<file path="config.mk">
export PLATFORM = sky130hd
export DESIGN_NAME = link_thread_arbiter
export DESIGN_NICKNAME = d
export VERILOG_FILES = /design/src/rtl/link_arb_pkg.sv /design/src/rtl/link_credit_ctr.sv /design/src/rtl/link_dir_pick.sv /design/src/rtl/link_thread_arbiter.sv
export SDC_FILE = /design/constraint.sdc
export NUM_CORES = 1
export LEC_CHECK = 0
export CAP_MARGIN = 10
export CORE_AREA = 2 2 271 273
export CTS_CLUSTER_DIAMETER = 50
export CTS_CLUSTER_SIZE = 40
export DETAILED_ROUTE_END_ITERATION = 12
export DIE_AREA = 0 0 273 275
export GPL_TIMING_DRIVEN = 0
export PLACE_DENSITY = 0.58
export SETUP_SLACK_MARGIN = 0.4
export SLEW_MARGIN = 10
export SYNTH_ARGS = -nofsm -noshare
export SYNTH_HDL_FRONTEND = slang
export SYNTH_HIERARCHICAL = 1
export SYNTH_SLANG_ARGS = --single-unit
</file>
<file path="constraint.sdc">
create_clock -name clk -period 41.9 [get_ports clk]
set_clock_uncertainty 0.2 [all_clocks]
set_input_delay 10.475 -clock clk [delete_from_list [all_inputs] [get_ports clk]]
set_output_delay 10.475 -clock clk [all_outputs]
set_load 0.05 [all_outputs]
</file>
<file path="src/rtl/link_arb_pkg.sv">
package link_arb_pkg;

  localparam int TID_W   = 16;
  localparam int PTYPE_W = 3;

  typedef enum logic [PTYPE_W-1:0] {
    PH_PKT_INFO = 3'd0,
    PH_DIO_INFO = 3'd1,
    PH_TSTAMP   = 3'd2,
    PH_SW_INFO  = 3'd3,
    PH_CTRL     = 3'd4,
    PH_PAYLOAD  = 3'd5,
    PH_STATUS   = 3'd6,
    PH_RSVD     = 3'd7
  } phase_type_e;

  // Direction bit on top, base plus index below.
  function automatic logic [TID_W-1:0] make_tid(
    input logic             rev,
    input logic [TID_W-2:0] base,
    input logic [TID_W-2:0] idx
  );
    return {rev, base + idx};
  endfunction

endpackage

</file>
<file path="src/rtl/link_credit_ctr.sv">
module link_credit_ctr #(
  parameter int CRED_W   = 4,
  parameter int CRED_MAX = 15
) (
  input  logic              clk,
  input  logic              rst,
  input  logic              take,
  input  logic              give,
  input  logic [CRED_W-1:0] amt,
  output logic [CRED_W-1:0] cnt
);

  localparam int SUM_W = CRED_W + 1;

  logic [SUM_W-1:0] sum;

  // take is only raised while cnt is nonzero, so no underflow
  always_comb begin
    sum = {1'b0, cnt};
    if (give) sum = sum + {1'b0, amt};
    if (take) sum = sum - SUM_W'(1);
  end

  always_ff @(posedge clk) begin
    if (rst)                         cnt <= '0;
    else if (sum > SUM_W'(CRED_MAX)) cnt <= CRED_W'(CRED_MAX);
    else                             cnt <= sum[CRED_W-1:0];
  end

endmodule

</file>
<file path="src/rtl/link_dir_pick.sv">
module link_dir_pick #(
  parameter  int N      = 8,
  parameter  int PRIO_W = 3,
  localparam int IDX_W  = (N > 1) ? $clog2(N) : 1
) (
  input  logic                clk,
  input  logic                rst,
  input  logic [N-1:0]        elig,
  input  logic [N*PRIO_W-1:0] prio,
  input  logic                advance,
  output logic                any,
  output logic [N-1:0]        gnt,
  output logic [IDX_W-1:0]    win
);

  logic [PRIO_W-1:0] top_p;
  logic [N-1:0]      cand;
  logic [IDX_W-1:0]  ptr;
  logic              found;
  int                pos;

  // Stage 1: highest priority present among eligible threads
  always_comb begin
    top_p = '0;
    for (int i = 0; i < N; i++) begin
      if (elig[i] && (prio[i*PRIO_W +: PRIO_W] > top_p))
        top_p = prio[i*PRIO_W +: PRIO_W];
    end
    for (int i = 0; i < N; i++)
      cand[i] = elig[i] && (prio[i*PRIO_W +: PRIO_W] == top_p);
  end

  // Stage 2: rotate from the slot after the last winner
  always_comb begin
    found = 1'b0;
    win   = '0;
    gnt   = '0;
    pos   = 0;
    for (int k = 1; k <= N; k++) begin
      pos = int'(ptr) + k;
      if (pos >= N) pos = pos - N;
      if (!found && cand[pos]) begin
        found = 1'b1;
        win   = IDX_W'(pos);
      end
    end
    if (found) gnt[win] = 1'b1;
  end

  assign any = found;

  always_ff @(posedge clk) begin
    if (rst)                   ptr <= IDX_W'(N-1);
    else if (advance && found) ptr <= win;
  end

endmodule

</file>
<file path="src/rtl/link_thread_arbiter.sv">
module link_thread_arbiter
  import link_arb_pkg::*;
#(
  parameter  int          NFWD         = 8,
  parameter  int          NREV         = 8,
  parameter  int          DATA_W       = 32,
  parameter  int          PRIO_W       = 3,
  parameter  int          CRED_W       = 4,
  parameter  int          CRED_MAX     = 15,
  parameter  logic [14:0] FWD_TID_BASE = 15'h0000,
  parameter  logic [14:0] REV_TID_BASE = 15'h0000,
  localparam int          NMAX         = (NFWD > NREV) ? NFWD : NREV,
  localparam int          CIDX_W       = (NMAX > 1) ? $clog2(NMAX) : 1,
  localparam int          FIDX_W       = (NFWD > 1) ? $clog2(NFWD) : 1,
  localparam int          RIDX_W       = (NREV > 1) ? $clog2(NREV) : 1
) (
  input  logic                    clk,
  input  logic                    rst,
  input  logic [NFWD-1:0]         fwd_valid,
  input  logic [NFWD*DATA_W-1:0]  fwd_data,
  input  logic [NFWD*PTYPE_W-1:0] fwd_type,
  input  logic [NFWD*PRIO_W-1:0]  fwd_prio,
  output logic [NFWD-1:0]         fwd_ready,
  input  logic [NREV-1:0]         rev_valid,
  input  logic [NREV*DATA_W-1:0]  rev_data,
  input  logic [NREV*PTYPE_W-1:0] rev_type,
  input  logic [NREV*PRIO_W-1:0]  rev_prio,
  output logic [NREV-1:0]         rev_ready,
  input  logic                    cr_valid,
  input  logic                    cr_rev,
  input  logic [CIDX_W-1:0]       cr_idx,
  input  logic [CRED_W-1:0]       cr_amt,
  output logic                    link_valid,
  output logic [TID_W-1:0]        link_tid,
  output logic [PTYPE_W-1:0]      link_type,
  output logic [DATA_W-1:0]       link_data
);

  logic [NFWD*CRED_W-1:0] fwd_cnt;
  logic [NREV*CRED_W-1:0] rev_cnt;
  logic [NFWD-1:0]        fwd_nz, fwd_elig, fwd_give, fwd_gnt;
  logic [NREV-1:0]        rev_nz, rev_elig, rev_give, rev_gnt;
  logic                   fwd_any, rev_any;
  logic [FIDX_W-1:0]      fwd_win;
  logic [RIDX_W-1:0]      rev_win;
  phase_type_e            type_q;

  // Per-thread credit state, forward side
  for (genvar fi = 0; fi < NFWD; fi++) begin : g_fwd
    assign fwd_nz[fi]   = |fwd_cnt[fi*CRED_W +: CRED_W];
    assign fwd_give[fi] = cr_valid && !cr_rev && (cr_idx == CIDX_W'(fi));
    link_credit_ctr #(.CRED_W(CRED_W), .CRED_MAX(CRED_MAX)) u_ctr (
      .clk  (clk),
      .rst  (rst),
      .take (fwd_ready[fi]),
      .give (fwd_give[fi]),
      .amt  (cr_amt),
      .cnt  (fwd_cnt[fi*CRED_W +: CRED_W])
    );
  end

  // Per-thread credit state, reverse side
  for (genvar ri = 0; ri < NREV; ri++) begin : g_rev
    assign rev_nz[ri]   = |rev_cnt[ri*CRED_W +: CRED_W];
    assign rev_give[ri] = cr_valid && cr_rev && (cr_idx == CIDX_W'(ri));
    link_credit_ctr #(.CRED_W(CRED_W), .CRED_MAX(CRED_MAX)) u_ctr (
      .clk  (clk),
      .rst  (rst),
      .take (rev_ready[ri]),
      .give (rev_give[ri]),
      .amt  (cr_amt),
      .cnt  (rev_cnt[ri*CRED_W +: CRED_W])
    );
  end

  assign fwd_elig = fwd_valid & fwd_nz;
  assign rev_elig = rev_valid & rev_nz;

  link_dir_pick #(.N(NFWD), .PRIO_W(PRIO_W)) u_fwd_pick (
    .clk     (clk),
    .rst     (rst),
    .elig    (fwd_elig),
    .prio    (fwd_prio),
    .advance (!rev_any),
    .any     (fwd_any),
    .gnt     (fwd_gnt),
    .win     (fwd_win)
  );

  link_dir_pick #(.N(NREV), .PRIO_W(PRIO_W)) u_rev_pick (
    .clk     (clk),
    .rst     (rst),
    .elig    (rev_elig),
    .prio    (rev_prio),
    .advance (1'b1),
    .any     (rev_any),
    .gnt     (rev_gnt),
    .win     (rev_win)
  );

  // Reverse traffic outranks forward traffic
  assign rev_ready = rev_gnt;
  assign fwd_ready = rev_any ? '0 : fwd_gnt;

  // Registered link phase: decided now, driven next cycle
  always_ff @(posedge clk) begin
    if (rst) begin
      link_valid <= 1'b0;
      link_tid   <= '0;
      type_q     <= PH_PKT_INFO;
      link_data  <= '0;
    end else begin
      link_valid <= rev_any || fwd_any;
      if (rev_any) begin
        link_tid  <= make_tid(1'b1, REV_TID_BASE, 15'(rev_win));
        type_q    <= phase_type_e'(rev_type[int'(rev_win)*PTYPE_W +: PTYPE_W]);
        link_data <= rev_data[int'(rev_win)*DATA_W +: DATA_W];
      end else if (fwd_any) begin
        link_tid  <= make_tid(1'b0, FWD_TID_BASE, 15'(fwd_win));
        type_q    <= phase_type_e'(fwd_type[int'(fwd_win)*PTYPE_W +: PTYPE_W]);
        link_data <= fwd_data[int'(fwd_win)*DATA_W +: DATA_W];
      end
    end
  end

  assign link_type = type_q;

endmodule

</file>
== After elaboration in Yosys (flattened, before gate mapping) ==
Index checks and enable logic that the tools add are counted.
Word-level totals
  flip-flop bits (word level): 110
  output and inout bits: 68
  word-level logic and storage cells: 460
Operators by class
  $add $sub $neg: 64
  multiply operators: 2
  $lt $le $gt $ge: 68
  eq/ne operators: 23
  shift operators: 4
  muxes and demuxes: 173
  bitwise logic cells: 2
  reductions and logical operators: 102
Operator list (number)
  $mux W32: 18
  $ge A32 B5 Y1 const B: 16
  $lt A32 B5 Y1 const B: 16
  $shiftx A256 B9 Y32: 2
  $sub A32 B5 Y32 const B: 16
  $mux W5: 32
  $mux W3: 34
  $add A4 B4 Y5: 16
  $gt A5 B4 Y1 const B: 16
  $sub A5 B1 Y5 const B: 16
  $logic_and A1 B1 Y1: 67
  $mux W4: 16
  $reduce_or A4 Y1: 16
  $mux W1: 50
  $bmux W1 S3: 16
  $eq A3 B3 Y1: 16
  $shiftx A24 B6 Y3: 2
  $gt A3 B3 Y1: 14
  $add A3 B3 Y4 const B: 8
  $mux W16: 2
  $mux W8: 3
  $add A3 B2 Y4 const B: 4
  $and A8 B8 Y8: 2
  $logic_not A1 Y1: 16
  other kinds (13): 24

== Longest topological paths before layout ==
  depth in word-level cells: 61
  depth in mapped cells: 74

== Cells and area by module ==
The synthesis kept the hierarchy.
By module, submodules not included
  link_credit_ctr: times used 16, cells an instance 43, area an instance 395.4 µm², seq. area each 80.1 µm²
  link_thread_arbiter: times used 1, cells an instance 568, area an instance 6284.8 µm², seq. area each 800.8 µm²
  link_dir_pick at u_fwd_pick: times used 1, cells an instance 438, area an instance 3080.5 µm², seq. area each 60.1 µm²
  link_dir_pick at u_rev_pick: times used 1, cells an instance 434, area an instance 3012.9 µm², seq. area each 60.1 µm²

== Worst setup path before layout ==
Ideal clock, no wire load.
  path type: in2out
  start: in rev_valid[0]
  end: out rev_ready[4]
  arrival time: 23649 ps
  required time: 31225 ps
  slack: 7576 ps
  cell stages on the path: 62
  path buffers: 2
  path through: o41a_1 > nand2_1 > ha_1 > nor2_1 > a31o_2 > nor2_1 > o21ai_0 > ha_1 > nor2_1 > o311ai_1 > a221oi_1 > or3_1 > and2_1 > ha_1 > nor2_1 > a21oi_1 > nor2_1 > a31o_1 > (+26 left out) > nor2b_1 > o21a_1 > o211ai_1 > and2_1 > o21ai_0 > o31ai_2 > xor2_1 > and2_1 > clkbuf_1 > a32o_1 > mux2i_1 > nor3_1 > a211o_1 > or4b_4 > nor2_4 > a22oi_1 > a32o_2 > nor3b_1
On the way
  word-level cells in the longest chain between the ends: 56
  elaborated cells between the ends (all ways): 100
  those cells by class: order compare (9); eq/ne (8); mux (51); bitwise (1); reduce/logical (31)
Ends and longest elaborated chain
  from (decl): line link_thread_arbiter.sv:24  | input logic [NREV-1:0] rev_valid,
  $and A8 B8 Y8 *: line link_thread_arbiter.sv:77  | assign rev_elig = rev_valid & rev_nz;
  $logic_and A1 B1 Y1: line link_dir_pick.sv:26  | if (elig[i] && (prio[i*PRIO_W +: PRIO_W] > top_p))
  $mux W3: line link_dir_pick.sv:26
  $gt A3 B3 Y1: line link_dir_pick.sv:26
  $logic_and A1 B1 Y1: line link_dir_pick.sv:26
  $mux W3: line link_dir_pick.sv:26
  $gt A3 B3 Y1: line link_dir_pick.sv:26
  $logic_and A1 B1 Y1: line link_dir_pick.sv:26
  (+40 left out)
  $logic_not A1 Y1: line link_dir_pick.sv:42  | if (!found && cand[pos]) begin
  $logic_and A1 B1 Y1: line link_dir_pick.sv:42
  $mux W3: line link_dir_pick.sv:42
  $lt A3 B4 Y1 (implied by the code) or $ge A3 B1 Y1 (tied branches): line link_dir_pick.sv:47  | if (found) gnt[win] = 1'b1;
  $logic_and A1 B1 Y1 (implied by the code): line link_dir_pick.sv:47
  $mux W1 (implied by the code): line link_dir_pick.sv:47
  $demux W1 S3
  $mux W8 *: line link_dir_pick.sv:47
  to (decl): line link_thread_arbiter.sv:28  | output logic [NREV-1:0] rev_ready,
Mark *: on every way between the ends. The rest lies on a longest branch, timed or not. The select of a mux whose other input is x is not followed.

== Worst setup path in the final report ==
  start: in rev_valid[0]
  end: out fwd_ready[3]
On the way
  word-level cells in the longest chain between the ends: 52
  elaborated cells between the ends (all ways): 87
  those cells by class: order compare (7); eq/ne (8); mux (41); bitwise (1); reduce/logical (30)
Ends and longest elaborated chain
  $and A8 B8 Y8 *: line link_thread_arbiter.sv:77
  net rev_elig[0]: line link_thread_arbiter.sv:42  | logic [NREV-1:0] rev_nz, rev_elig, rev_give, rev_gnt;
  $logic_and A1 B1 Y1: line link_dir_pick.sv:26
  $mux W3: line link_dir_pick.sv:26
  $gt A3 B3 Y1: line link_dir_pick.sv:26
  $logic_and A1 B1 Y1: line link_dir_pick.sv:26
  $mux W3: line link_dir_pick.sv:26
  $gt A3 B3 Y1: line link_dir_pick.sv:26
  (+38 left out)
  $logic_not A1 Y1: line link_dir_pick.sv:42
  $logic_and A1 B1 Y1: line link_dir_pick.sv:42
  $mux W1: line link_dir_pick.sv:42
  $logic_not A1 Y1: line link_dir_pick.sv:42
  $logic_and A1 B1 Y1: line link_dir_pick.sv:42
  $mux W1 *: line link_dir_pick.sv:42
  net rev_any: line link_thread_arbiter.sv:43  | logic fwd_any, rev_any;
  $mux W8 *: line link_thread_arbiter.sv:103  | assign fwd_ready = rev_any ? '0 : fwd_gnt;
  to (decl): line link_thread_arbiter.sv:23  | output logic [NFWD-1:0] fwd_ready,
Mark *: on every way through the listed nets, which the timed path passes. The rest lies on a longest branch. The select of a mux whose other input is x is not followed.

==> flow_summary.toml <==
[synth]
synthCells = 2128
synth_top_area_frac = 0.1276
post_synth_num_cell_types = 126
synthTopCellsByArea = "mux4_2 (13%), dfxtp_1 (12%), mux2i_1 (9.1%)"
synthArstFlopShare = 0
avgSynthCellArea_um2 = 8.790
ys.flop_type = "dfxtp_1"
synth_warnings = 6
ys_seq_area_frac = 0.1177
syn_area_um2 = 18700
synth_top_area_cell = "mux4_2"
ys_seq_elements = 110
synth-edff-count = 0

[critical_path]
arrival_ns = 27.39
cp_max_fo = 10
critPathRequiredTime_ns = 31.23
worst_setup_path_end_kind = "output pin"
max_stage_delay_ns = 0.95
cp-start-kind = "primary input"
ff2ff_path_depth = 67
r2r-end = "link_data[10]"
slowest_stage = "clkdlybuf4s50_1"
rrSetupSlack_ns = 24.48
critPathMostFrequentCell = "nor2_1"
critPathKind = "in -> out"
r2r-start = "g_rev[0].u_ctr/cnt[1]"

[clocking]
cts-root-buf = "clkbuf_16"
ctsResizeCount = 0
postCtsSetupRepairBufs = 0
clock_latency_ns = 0.42
htree_levels = 3
cts_buffers = 9
cts_hold_buf = 0
cts_sinks = 110
cts_tree = "yes"
clkTransAtPathRegs_ns = 0.10
cts_buffer_depth = 2

[floorplan]
die_height_um = 275
start_util = 0.2586
die_w_um = 273
core_area_um2 = 72340
die_area_um2 = 75080
num_rows = 99
io_pins = 703

[run_status]
status = "finished, final reports clean"

[timing]
holdWs_ns = 0.2908
rsz0062_at_grt = "no"
max_freq_mhz = 26.27
fin_crit_ns = 38.06
setup_viol = 0
tightest_slew_ns = 1.157
slew_headroom = 0.2290
final-max-slew-violation-count = 0
hold_viol_final = 0
min_period_over_period = 0.9084
tns_ns = 0

[pwr]
peakVddDrop_v = 0.00006584
power.share.sequential = 0.058
p_clk_frac = 0.035
p_leak_nw = 9.900
power_switching_share = 0.5674
net-switching-power_mw = 1.652
p_int_mw = 1.259
p_per_area_nw_per_um2 = 107.0
p_comb_frac = 0.907

[route]
drc = 0
drt_wl_total_um = 94460
routedWlPerCell_um = 24.75
antenna_left = 0
vias = 20777
via_per_inst = 5.445
drt_pre_antenna_iters = 5
drtIter0Drc = 1658

[layout]
syn_to_final_growth_pct = 45.42
final_common_cell = "clkdlybuf4s50_1"
utilization = 0.3760
drive_gt1_frac = 0.1366
finalNetCount = 3603
most-common-layout-cells = "clkdlybuf4s50_1 (685), mux2i_1 (170), nor2_1 (155)"

[global_route]
grt_pass1_wl_um = 132300
antenna_found_initial = 17
grt_max_degree = 46
grt-ovfl-total = 0
grt.total_usage = 0.2381
grt_pass1_vias = 19998

[hold_path]
hp-start = "link_tid[15]"
worstHoldEndpoint = "link_tid[15]"
min_path_type = "reg -> reg"
hold_path_depth = 2

[place]
dp_hpwl_um = 79010
gp_congestion = 0.9379
port_buffers = 687

[job]
cap_violations = 0
layer usage:
layer  part of all wire  track usage  vias up  routed length, µm
met4              0.034      0.09965       10               3213
met5            0.00071            0        -                 67
met2               0.47       0.3905      864              44210
met1               0.42       0.3000     9967              39900
li1                   -            -     9830                  -
met3              0.075      0.05490      106               7061
how the worst max path moves through the flow:
stage	startpoint	endpoint	slack [ns]	depth (start not counted)
2_1_floorplan	rev_valid[0]	rev_ready[4]	7.58	62
6_report	rev_valid[0]	fwd_ready[3]	3.84	64
3_3_place_gp	rev_valid[0]	fwd_ready[4]	4.07	63
5_1_grt	rev_valid[0]	fwd_ready[4]	2.81	64
4_1_cts	rev_valid[0]	fwd_ready[4]	4.01	64
3_5_place_dp	rev_valid[0]	fwd_ready[4]	4.10	64
state kept, by name, summed over array words and instances, names as in the netlist:
register,count
link_tid,4
link_valid,1
link_type,3
u_rev_pick/ptr,3
u_fwd_pick/ptr,3
g_fwd.u_ctr/cnt,32
link_data,32
g_rev.u_ctr/cnt,32
critical path, delay by kind of cell:
family                     cells  cell delay [ns]
adders and majority gates      7             2.09
and+or+nand+nor               27             5.43
buffers and inverters          6             2.83
xor gates and xnor gates       1             0.14
AOI/OAI and AO/OA             21             5.46
muxes                          2             0.88
per-stage QoR:
step                      cell area (µm²)  setup WS (ns)  power [mW]  cells
final                               27200          3.836       2.911   3816
after global placement              26830          4.072       2.812   3788
after global routing                27190          2.808       3.102   3813
after detailed placement            26870          4.102       2.817   3790
after floorplan                     18760          7.576       1.968   2142
after CTS                           27170          4.013       2.931   3806
Yosys cell counts, drive strengths merged, types with 6 or more instances:
cell type	instances
o211ai	22
or2	30
nand2	124
and3	28
xnor2	36
a21oi	95
o41a	18
nand2b	29
nor2b	17
clkbuf	43
nand3b	9
nor4	48
dfxtp	110
xor2	52
nand4	23
a32oi	15
o22ai	41
a2111oi	40
a31o	6
a31oi	78
nand3	65
and2	39
o211a	7
o31ai	8
a21o	25
nor4b	7
a221oi	7
mux2	28
mux2i	188
ha	110
mux4	106
o31a	20
fa	16
nor2	158
nor3b	10
inv	77
nor3	78
o21ai	75
a211oi	15
buf	75
or3	10
o32a	17
o21bai	17
o21a	18
o2111ai	6
cell type report:
type,instances,area [µm²]
Timing Repair Buffer,689,6909
Sequential cell,110,2202
Clock buffer,9,225.2
Antenna cell,10,25.02
Tap cell,959,1200
Clock inverter,7,83.83
Fill cell,7454,45140
Multi-Input combinational cell,1835,15450
Inverter,79,296.5
Buffer,118,808.3
cells by family after synthesis:
kind of cell             after synthesis  share of synthesized area
XOR/XNOR                              88                    0.04161
buffers and inverters                197                    0.05907
flip-flops                           110                     0.1177
multiplexers                         322                     0.2494
AO/OA/AOI/OAI                        595                     0.2463
other                                  2                  0.0004015
AND/OR/NAND/NOR                      687                     0.1943
adder cells (fa/ha/maj)              127                    0.09124
power groups by stage:
stage	clock, mW	combinational [mW]	sequential [mW]
after floorplan	0	1.75	0.217
after global placement	0	2.64	0.171
after detailed placement	0	2.65	0.171
after CTS	0.105	2.66	0.169
after global routing	0.108	2.82	0.173
final	0.101	2.64	0.169
No activity file was read; power rests on OpenSTA's default activity.
